**src/rtl/prot_pkg.sv**
```systemverilog
package prot_pkg;

    localparam int ADDR_W      = 32;
    localparam int NUM_REGIONS = 8;
    localparam int SIZE_W      = 5;
    localparam int CODE_W      = 4;

    typedef enum logic [1:0] {
        ACC_FETCH = 2'd0,
        ACC_READ  = 2'd1,
        ACC_WRITE = 2'd2
    } acc_kind_e;

    typedef enum logic [1:0] {
        FLT_NONE = 2'd0,
        FLT_BG   = 2'd1,
        FLT_PERM = 2'd2
    } fault_e;

    typedef struct packed {
        logic rd;
        logic wr;
    } rights_t;

    typedef struct packed {
        logic    code_ok;
        rights_t rights;
    } perm_t;

    // Map a permission code and privilege level to granted rights.
    function automatic perm_t decode_perm(input logic [CODE_W-1:0] code, input logic priv);
        perm_t p;
        p = '{code_ok: 1'b1, rights: '{rd: 1'b0, wr: 1'b0}};
        case (code)
            4'd0: p.rights = '{rd: 1'b0, wr: 1'b0};
            4'd1: p.rights = '{rd: priv, wr: priv};
            4'd2: p.rights = '{rd: 1'b1, wr: priv};
            4'd3: p.rights = '{rd: 1'b1, wr: 1'b1};
            4'd5: p.rights = '{rd: priv, wr: 1'b0};
            4'd6: p.rights = '{rd: 1'b1, wr: 1'b0};
            default: p.code_ok = 1'b0;
        endcase
        return p;
    endfunction

endpackage

```
**src/rtl/prot_region_match.sv**
```systemverilog
module prot_region_match
    import prot_pkg::*;
#(
    parameter int AW = ADDR_W,
    parameter int SW = SIZE_W
) (
    input  logic [AW-1:0] cfg,
    input  logic [AW-1:0] addr,
    output logic          hit
);
    logic [SW-1:0] size_n;
    logic [AW-1:0] low_mask;

    assign size_n = cfg[SW:1];

    // Bit i belongs to the offset field when i <= N; N = max gives all ones.
    for (genvar i = 0; i < AW; i++) begin : g_mask
        assign low_mask[i] = (32'(i) <= 32'(size_n));
    end

    assign hit = cfg[0] && (((cfg ^ addr) & ~low_mask) == '0);

endmodule

```
**src/rtl/prot_prio_select.sv**
```systemverilog
module prot_prio_select #(
    parameter int N     = 8,
    localparam int IW   = (N > 1) ? $clog2(N) : 1
) (
    input  logic [N-1:0]  hits,
    output logic          any_hit,
    output logic [IW-1:0] win_idx
);
    // Ascending scan; a later (higher) hit overwrites, so the top index wins.
    always_comb begin
        any_hit = 1'b0;
        win_idx = '0;
        for (int i = 0; i < N; i++) begin
            if (hits[i]) begin
                any_hit = 1'b1;
                win_idx = IW'(i);
            end
        end
    end

endmodule

```
**src/rtl/prot_perm_decode.sv**
```systemverilog
module prot_perm_decode
    import prot_pkg::*;
(
    input  logic [CODE_W-1:0] code,
    input  logic              priv,
    input  acc_kind_e         kind,
    output rights_t           rights,
    output logic              permitted
);
    perm_t p;
    logic  need_wr;

    assign p         = decode_perm(code, priv);
    assign rights    = p.rights;
    assign need_wr   = (kind == ACC_WRITE);
    assign permitted = p.code_ok && (need_wr ? p.rights.wr : p.rights.rd);

endmodule

```
**src/rtl/mpu_region_check.sv**
```systemverilog
module mpu_region_check
    import prot_pkg::*;
#(
    parameter int AW      = ADDR_W,
    parameter int NREG    = NUM_REGIONS,
    parameter int SW      = SIZE_W,
    localparam int IW     = (NREG > 1) ? $clog2(NREG) : 1,
    localparam int CFG_W  = NREG * AW,
    localparam int PERM_W = NREG * CODE_W
) (
    input  logic              clk,
    input  logic              rst,
    input  logic              req_valid,
    input  logic [AW-1:0]     req_addr,
    input  logic [1:0]        req_kind,
    input  logic              req_priv,
    input  logic              prot_on,
    input  logic [CFG_W-1:0]  region_cfg,
    input  logic [PERM_W-1:0] perm_insn,
    input  logic [PERM_W-1:0] perm_data,
    output logic              rsp_valid,
    output logic              rsp_allow,
    output logic [1:0]        rsp_fault,
    output logic              rsp_rd,
    output logic              rsp_wr,
    output logic [AW-1:0]     rsp_addr
);
    acc_kind_e         kind;
    logic [NREG-1:0]   hits;
    logic              any_hit;
    logic [IW-1:0]     win_idx;
    logic [PERM_W-1:0] perm_sel;
    logic [CODE_W-1:0] win_code;
    rights_t           win_rights;
    logic              win_ok;

    logic              nx_allow;
    fault_e            nx_fault;
    rights_t           nx_rights;
    acc_kind_e         kind_q;

    assign kind = (req_kind == 2'd2) ? ACC_WRITE :
                  (req_kind == 2'd0) ? ACC_FETCH : ACC_READ;

    for (genvar r = 0; r < NREG; r++) begin : g_region
        prot_region_match #(.AW(AW), .SW(SW)) u_match (
            .cfg  (region_cfg[r*AW +: AW]),
            .addr (req_addr),
            .hit  (hits[r])
        );
    end

    prot_prio_select #(.N(NREG)) u_prio (
        .hits    (hits),
        .any_hit (any_hit),
        .win_idx (win_idx)
    );

    assign perm_sel = (kind == ACC_FETCH) ? perm_insn : perm_data;
    assign win_code = perm_sel[int'(win_idx)*CODE_W +: CODE_W];

    prot_perm_decode u_perm (
        .code      (win_code),
        .priv      (req_priv),
        .kind      (kind),
        .rights    (win_rights),
        .permitted (win_ok)
    );

    always_comb begin
        if (!prot_on) begin
            nx_allow  = 1'b1;
            nx_fault  = FLT_NONE;
            nx_rights = '{rd: 1'b1, wr: 1'b1};
        end else if (!any_hit) begin
            nx_allow  = 1'b0;
            nx_fault  = FLT_BG;
            nx_rights = '{rd: 1'b0, wr: 1'b0};
        end else begin
            nx_allow  = win_ok;
            nx_fault  = win_ok ? FLT_NONE : FLT_PERM;
            nx_rights = win_rights;
        end
    end

    always_ff @(posedge clk) begin
        if (rst) begin
            rsp_valid <= 1'b0;
            rsp_allow <= 1'b0;
            rsp_fault <= FLT_NONE;
            rsp_rd    <= 1'b0;
            rsp_wr    <= 1'b0;
            rsp_addr  <= '0;
            kind_q    <= ACC_READ;
        end else begin
            rsp_valid <= req_valid;
            if (req_valid) begin
                rsp_allow <= nx_allow;
                rsp_fault <= nx_fault;
                rsp_rd    <= nx_rights.rd;
                rsp_wr    <= nx_rights.wr;
                rsp_addr  <= req_addr;
                kind_q    <= kind;
            end
        end
    end


    rsp_follows_req_chk: assert property (@(posedge clk) disable iff (rst)
        req_valid |=> rsp_valid);


    rsp_only_after_req_chk: assert property (@(posedge clk) disable iff (rst)
        !req_valid |=> !rsp_valid);


    addr_pass_chk: assert property (@(posedge clk) disable iff (rst)
        req_valid |=> (rsp_addr == $past(req_addr)));


    verdict_matches_fault_chk: assert property (@(posedge clk) disable iff (rst)
        rsp_valid |-> (rsp_allow == (rsp_fault == FLT_NONE)));


    bg_no_rights_chk: assert property (@(posedge clk) disable iff (rst)
        (rsp_valid && rsp_fault == FLT_BG) |-> (!rsp_rd && !rsp_wr));


    wr_implies_rd_chk: assert property (@(posedge clk) disable iff (rst)
        rsp_valid |-> (!rsp_wr || rsp_rd));


    allowed_write_has_wr_chk: assert property (@(posedge clk) disable iff (rst)
        (rsp_valid && rsp_allow && kind_q == ACC_WRITE) |-> rsp_wr);


    prot_off_grants_chk: assert property (@(posedge clk) disable iff (rst)
        (req_valid && !prot_on) |=> (rsp_allow && rsp_rd && rsp_wr && rsp_fault == FLT_NONE));

endmodule

```
**config.mk**
```make
export PLATFORM = sky130hd
export DESIGN_NAME = mpu_region_check
export DESIGN_NICKNAME = d
export VERILOG_FILES = /design/src/rtl/prot_pkg.sv /design/src/rtl/prot_region_match.sv /design/src/rtl/prot_prio_select.sv /design/src/rtl/prot_perm_decode.sv /design/src/rtl/mpu_region_check.sv
export SDC_FILE = /design/constraint.sdc
export NUM_CORES = 1
export LEC_CHECK = 0
export ABC_AREA = 1
export BUFFER_PORTS_ARGS = -buffer_cell sky130_fd_sc_hd__buf_2
export CORE_AREA = 2 2 153 155
export DETAILED_ROUTE_END_ITERATION = 10
export DIE_AREA = 0 0 155 157
export GPL_TIMING_DRIVEN = 1
export PLACE_DENSITY = 0.64
export SLEW_MARGIN = 15
export SYNTH_ARGS = -nofsm -noshare
export SYNTH_HDL_FRONTEND = slang
export SYNTH_SLANG_ARGS = --single-unit
```
**constraint.sdc**
```tcl
create_clock -name clk -period 2.75 [get_ports clk]
set_input_delay 0.275 -clock clk [delete_from_list [all_inputs] [get_ports clk]]
set_output_delay 0.275 -clock clk [all_outputs]
set_load 0.01 [all_outputs]
```
======== Yosys cells after proc, flatten, opt, wreduce, memory -nomap -nowiden ========
Index checks and enable logic that the tools add are counted.
word-level totals
  register bits ........................... 38
  input port bits ......................... 359
operators by class
  shift-type cells ........................ 1
  reduce and logical (&&, ||, !) cells .... 21
  bitwise logic cells ..................... 24
  magnitude comparators ................... 248
  equal/unequal tests ..................... 7
  mux-type cells .......................... 28
operator list
  cell                count
  $le 5x5->1 const A  128
  $le 4x5->1 const A  64
  $and 32x32->32      8
  $logic_not 32->1    8
  $not 32->32         8
  $xor 32x32->32      8
  $le 3x5->1 const A  32
  $le 2x5->1 const A  16
  $le 1x5->1 const A  8
  $mux 32             1
  $shiftx 32x6->4     1
  $mux 2              8
  $mux 1              14
  $mux 3              4
  $pmux 2 s5          1
  $logic_and 1x1->1   9
  $eq 4x2->1 const B  2
  $eq 4x3->1 const B  2
  $reduce_or 6->1     1
  $eq 2x2->1 const B  2
  $eq 4x1->1 const B  1
  $logic_not 2->1     2
  $logic_not 4->1     1

======== Longest topological paths before layout ========
  depth in word-level cells ............... 20
  gate-level depth with buffers ........... 30

======== By module ========
Synthesis repeated with hierarchy kept, for this count alone.
second synthesis, totals
  cells, all modules ...................... 1776
  area, all modules ....................... 8903.5 um2
by module, submodules not included
  module             area each (um2)  cells each  sequential area each (um2)  instances
  prot_region_match  820.8            171         0.0                         8
  mpu_region_check   2175.8           369         760.7                       1
  prot_perm_decode   83.8             19          0.0                         1
  prot_prio_select   77.6             20          0.0                         1

======== Worst setup path after synthesis ========
OpenSTA, ideal clock, no wires.
  kind .................................... input to register
  start ................................... input port region_cfg[66]
  end ..................................... register rsp_fault[1]
  slack ................................... 0.268 ns
  setup time .............................. 0.116 ns
  data required time ...................... 2.634 ns
  arrival ................................. 2.366 ns
  path buffers ............................ 2
  stages on the path ...................... 30
  cell sequence ........................... buf_2 inv_1 nand2_1 nor2_2 nand2_1 nand2_1 nand2_1 nand2_1 nand2_1 nor2_1 nand3_2 nand2_1 nand2_1 nand2_1 nand2_2 nand2_4 nand2_4 buf_8 nand2_1 nand3_1 nand3_1 nand2_1 nor2_1 nand2_1 nand2_1 nand2_1 nand2_1 nand2_1 nand2_1 a21oi_1
between the ends
  word-level cells in the longest chain between the ends .. 19
  elaborated cells on any way between the ends .. 63
ends and longest elaborated chain
  what                                           RTL line                                text
  start, declared                                mpu_region_check.sv:18                  input logic [CFG_W-1:0] region_cfg,
  $le 1x5->1 (tied with other cells)             prot_region_match.sv:18                 assign low_mask[i] = (32'(i) <= 32'(size_n));
  $not 32->32                                    prot_region_match.sv:21                 assign hit = cfg[0] && (((cfg ^ addr) & ~low_mask) == '0);
  $and 32x32->32 (*)                             prot_region_match.sv:21
  $logic_not 32->1 (*)                           prot_region_match.sv:21
  $logic_and 1x1->1 (*)                          prot_region_match.sv:21
  $mux 2 (2 in series)                           prot_prio_select.sv:14                  if (hits[i]) begin
  $mux 3 (4 in series)                           prot_prio_select.sv:14
  $shiftx 32x6->4                                mpu_region_check.sv:60                  assign win_code = perm_sel[int'(win_idx)*CODE_W +: CODE_W];
  $eq 4x3->1 (tied with other cells)             prot_pkg.sv:34                          case (code)
  $pmux 2 s5 or $reduce_or 6->1 (tied branches)  n/a
  $mux 1, on equally long branches               prot_perm_decode.sv:16, prot_pkg.sv:34
  $logic_and 1x1->1                              prot_perm_decode.sv:16                  assign permitted = p.code_ok && (need_wr ? p.rights.wr : p.rights.rd);
  $mux 2                                         mpu_region_check.sv:81                  nx_fault = win_ok ? FLT_NONE : FLT_PERM;
  $mux 2 (*)                                     mpu_region_check.sv:75                  end else if (!any_hit) begin
  $mux 2 (*)                                     mpu_region_check.sv:71                  if (!prot_on) begin
  end signal, assigned                           mpu_region_check.sv:99                  rsp_fault <= nx_fault;
  end, declared                                  mpu_region_check.sv:23                  output logic [1:0] rsp_fault,
Every way passes the cells marked *; elsewhere a longest branch is shown, timed or not.
A chain may end at the register's enable or synchronous reset.

======== Final worst setup path ========
  start ................................... input port req_addr[17]
  end ..................................... register rsp_fault[1]
between the ends
  word-level cells in the longest chain between the ends .. 19
  elaborated cells on any way between the ends .. 62
ends and longest elaborated chain
  what                                           RTL line                                text
  start, declared                                mpu_region_check.sv:14                  input logic [AW-1:0] req_addr,
  $xor 32x32->32                                 prot_region_match.sv:21
  $and 32x32->32                                 prot_region_match.sv:21
  $logic_not 32->1                               prot_region_match.sv:21
  $logic_and 1x1->1                              prot_region_match.sv:21
  $mux 1                                         prot_prio_select.sv:14
  $mux 2 (2 in series)                           prot_prio_select.sv:14
  $mux 3 (4 in series)                           prot_prio_select.sv:14
  $shiftx 32x6->4                                mpu_region_check.sv:60
  $eq 4x3->1 (tied with other cells)             prot_pkg.sv:34
  $pmux 2 s5 or $reduce_or 6->1 (tied branches)  n/a
  $mux 1, on equally long branches               prot_perm_decode.sv:16, prot_pkg.sv:34
  $logic_and 1x1->1                              prot_perm_decode.sv:16
  $mux 2                                         mpu_region_check.sv:81
  $mux 2 (*)                                     mpu_region_check.sv:75
  $mux 2 (*)                                     mpu_region_check.sv:71
Marked as above.

==> run_results.csv <==
group,metric,value,unit
cts,cts_tree,"yes",
timing,worst_pin_slew,0.882,ns
placed_design,dp.cells,2203,
cts,cts-root-buf,"clkbuf_16",
synth,synth_nets,1744,
route,wl_per_cell,20.8,um
worst_setup_path,worstPathRequired,2.96,ns
cells_and_area,fin_cells,2237,
pwr,p_int,1900,uW
global_routing,grt_pass1_wl,66700,um
route,drtPass1Iterations,5,
pwr,sw_frac_of_total,41.3,%
synth,syn_inst,1385,
worst_setup_path,start_kind,"input port",
cells_and_area,area_growth,60.5,%
route,finalWirelength,46500,um
synth,ys_seq_elements,38,
worst_setup_path,worstSetupPathType,"input port to register",
floorplanning,die_area,24300,sq um
pwr,power.switching,1340,uW
worst_setup_path,cpMostUsedCell,"nand3_1",
synth,synthSimpleGateAreaFrac,37.9,%
cells_and_area,final_cell_mix,"350 x buf_2, 283 x nand2_1, 213 x buf_4",
placed_design,post-place-ws,-0.299,ns
pwr,power_frac_comb,61.3,%
route,vias,11891,
synth,yosysTopAreaCell,"nand2_1",
worst_setup_path,critPathArrivalTime,2.86,ns
global_routing,antenna_found_initial,7,
timing,min_period,2.65,ns
placed_design,io_buffers,396,
worst_hold_path,hold_depth,2,
timing,drv_slew,0,
global_routing,overflow,0,
cells_and_area,finalNetCount,2302,
global_routing,grt_use_total,36.0,%
synth,synth_top_family_by_area,"simple AND/OR/NAND/NOR gates",
cells_and_area,layout_commonest_cell,"buf_2",
timing,fin_skew,0,ns
pwr,pwr_density_cell,254,nW/um^2
job,drv_cap,0,
cts,cts_max_path_buffers,2,
route,initialDrtViolationCount,880,
route,drc_errors,0,
synth,synthAdderAreaFrac,0,%
synth,synth.yosys.seq_area_share,9.57,%
synth,ys.flop_type,"dfxtp_1",
cells_and_area,drive_gt1_share,42.4,%
timing,finalHoldViolCount,0,
global_routing,grt_pass1_vias,11131,
route,vias_per_cell,5.32,
floorplanning,rows,55,
floorplanning,io_pins,397,
timing,slew_headroom,41.2,%
timing,timing.final.crit_share,96.4,%
timing,fmax,377,MHz
cells_and_area,multi_input_area,6840,sq um
worst_setup_path,crit_fanout,6,
cts,insertion_delay,0.28,ns
floorplanning,initial_core_util,35.3,%
synth,synth_edf_count,0,
timing,setup_violations,0,
floorplanning,core,22500,sq um
placed_design,detailed_place_hpwl,37400,um
synth,synth_mux_area_share,4.27,%
synth,async_reset_ff_share,0,%
cts,cts_buffers,5,
synth,avgSynthCellArea,5.74,sq um
cts,path_clk_slew,0.06,ns
worst_setup_path,cp_slowest_stage_delay,0.30,ns
synth,ys_warn_count,0,
synth,synth.distinct_cells,50,
cts,htreeDepth,2,
status,outcome,"complete, no violations",
cells_and_area,n_fill_cell,2371,
cts,cts_sinks,38,
floorplanning,die_h,157,um
floorplanning,die_x,155,um
synth,yosys.area.top_type_share,14.4,%
cells_and_area,regArea,761,sq um
worst_setup_path,critPathCaptureType,"register",
worst_setup_path,cp_cell_sequence,"clkbuf_4 -> buf_12 -> xnor2_1 -> nor2_1 -> nor4_1 -> nand3_1 -> buf_4 -> buf_4 -> nand2_4 -> nand3_1 -> nand3_1 -> nand3_2 -> buf_4 -> nand3_1 -> nand2_1 -> nand3_1 -> nand2_1 -> nand2_1 -> nand2_1 -> a21oi_1",
pwr,p_clk_share,20.0,%
placed_design,routabilityCongestion,0.974,
synth,synth_area,7950,sq um
worst_setup_path,rr_worst_depth,2,
synth,synth_xor_area_share,20.1,%
pwr,power_frac_seq,18.7,%
global_routing,grt_max_degree,50,
synth,synthTopCellsByArea,"nand2_1 14%, xor2_1 13%, dfxtp_1 9.6%",
pwr,power_leakage,0.00652,uW
pwr,peakVddDrop,377,uV
worst_hold_path,hp-class,"input port to register",
synth,synth_compound_area_share,17.3,%
timing,worst_slack,0.0983,ns
worst_setup_path,crit_path_top_delay_cell,"xnor2_1",
route,ant_nets,0,
## critical path, delay by kind of cell
kind,cells,cell delay (ns)
XOR/XNOR,1,0.30
AND/OR/NAND/NOR,13,1.26
AO/OA/AOI/OAI,1,0.12
buffers and inverters,5,0.86
## cell families (layout without fill, tap and decap cells)
kind of cell | count (synthesis) | count (layout)
AOI/OAI and AO/OA | 244 | 244
xor gates and xnor gates | 182 | 182
buffers and inverters | 199 | 756
DFF | 38 | 38
muxes | 32 | 32
other | 0 | 8
and+or+nand+nor | 690 | 692
## routing by layer
metal	track usage, %	part of all wire, %	up-vias
li1	-	-	5676
met1	48.2	42	5499
met2	59.5	45	612
met3	5.18	8.1	104
met4	11.8	4.3	0
met5	0	0	-
## registers in the layout (all words and copies together), names as in the netlist
register   flops
rsp_rd         1
rsp_fault      2
rsp_wr         1
rsp_valid      1
rsp_addr      32
rsp_allow      1
## synth_stat cells (all sizes together) (2+ instances only)
master,n
nand2,319
nor2,179
o21ai,131
nand3,124
xor2,122
inv,120
a21oi,61
xnor2,60
buf,56
dfxtp,38
nand4,38
clkbuf,20
mux2i,17
mux2,15
o211ai,15
nor3,12
o31ai,8
nor4,7
or2,7
a211oi,5
o2111ai,5
o22ai,5
a21boi,4
a22oi,3
clkinv,3
nand3b,3
o221ai,2
## power by group through the flow
stage / Clock, uW / Combinational (uW) / Sequential, uW
floorplan: 0 / 887 / 633
global placement: 0 / 1820 / 615
detailed placement: 0 / 1810 / 616
CTS: 650 / 1820 / 605
global route: 670 / 2130 / 609
finish: 648 / 1980 / 606
## area by class of cell
| cell class | instances | area share, % |
|---|---|---|
| Tap cell | 285 | 2.80 |
| Antenna cell | 8 | 0.157 |
| Multi-Input combinational cell | 1150 | 53.6 |
| Timing Repair Buffer | 625 | 32.5 |
| Clock buffer | 7 | 1.04 |
| Clock inverter | 1 | 0.235 |
| Sequential cell | 38 | 5.96 |
| Inverter | 123 | 3.75 |
## timing repair
item / 4_1_cts / 5_1_grt
endpoints found under the setup margin: 1 / 4
resized for setup: 2 / 244
hold buffers: 0 / 0
hold endpoints to repair: 0 / 0
cloned: 0 / 2
setup buffers: 0 / 17
pin swaps: 0 / 78
## stage by stage
step	utilization, %	total power (uW)	hold WS (ns)	setup TNS, ns	instance area (sq um)
finish	56.7	3240	0.199	0	12800
floorplan	-	1520	0.344	0	7950
global placement	51.9	2430	0.453	-1.06	11700
global route	56.7	3410	0.209	-0.0718	12800
CTS	52.7	3070	0.200	0	11900
detailed placement	51.9	2420	0.452	-1.05	11700
## worst paths after layout
path                                to                      start  slack [ns]
min               rsp_valid$_SDFF_PP0_                        rst        0.20
max reg2reg        rsp_rd$_SDFFE_PP0P_        rsp_rd$_SDFFE_PP0P_        1.96
min reg2reg  rsp_fault[1]$_SDFFE_PP0P_  rsp_fault[1]$_SDFFE_PP0P_        0.46
max          rsp_fault[1]$_SDFFE_PP0P_               req_addr[17]         0.1
Note: power is estimated with default switching activity, not from simulation.
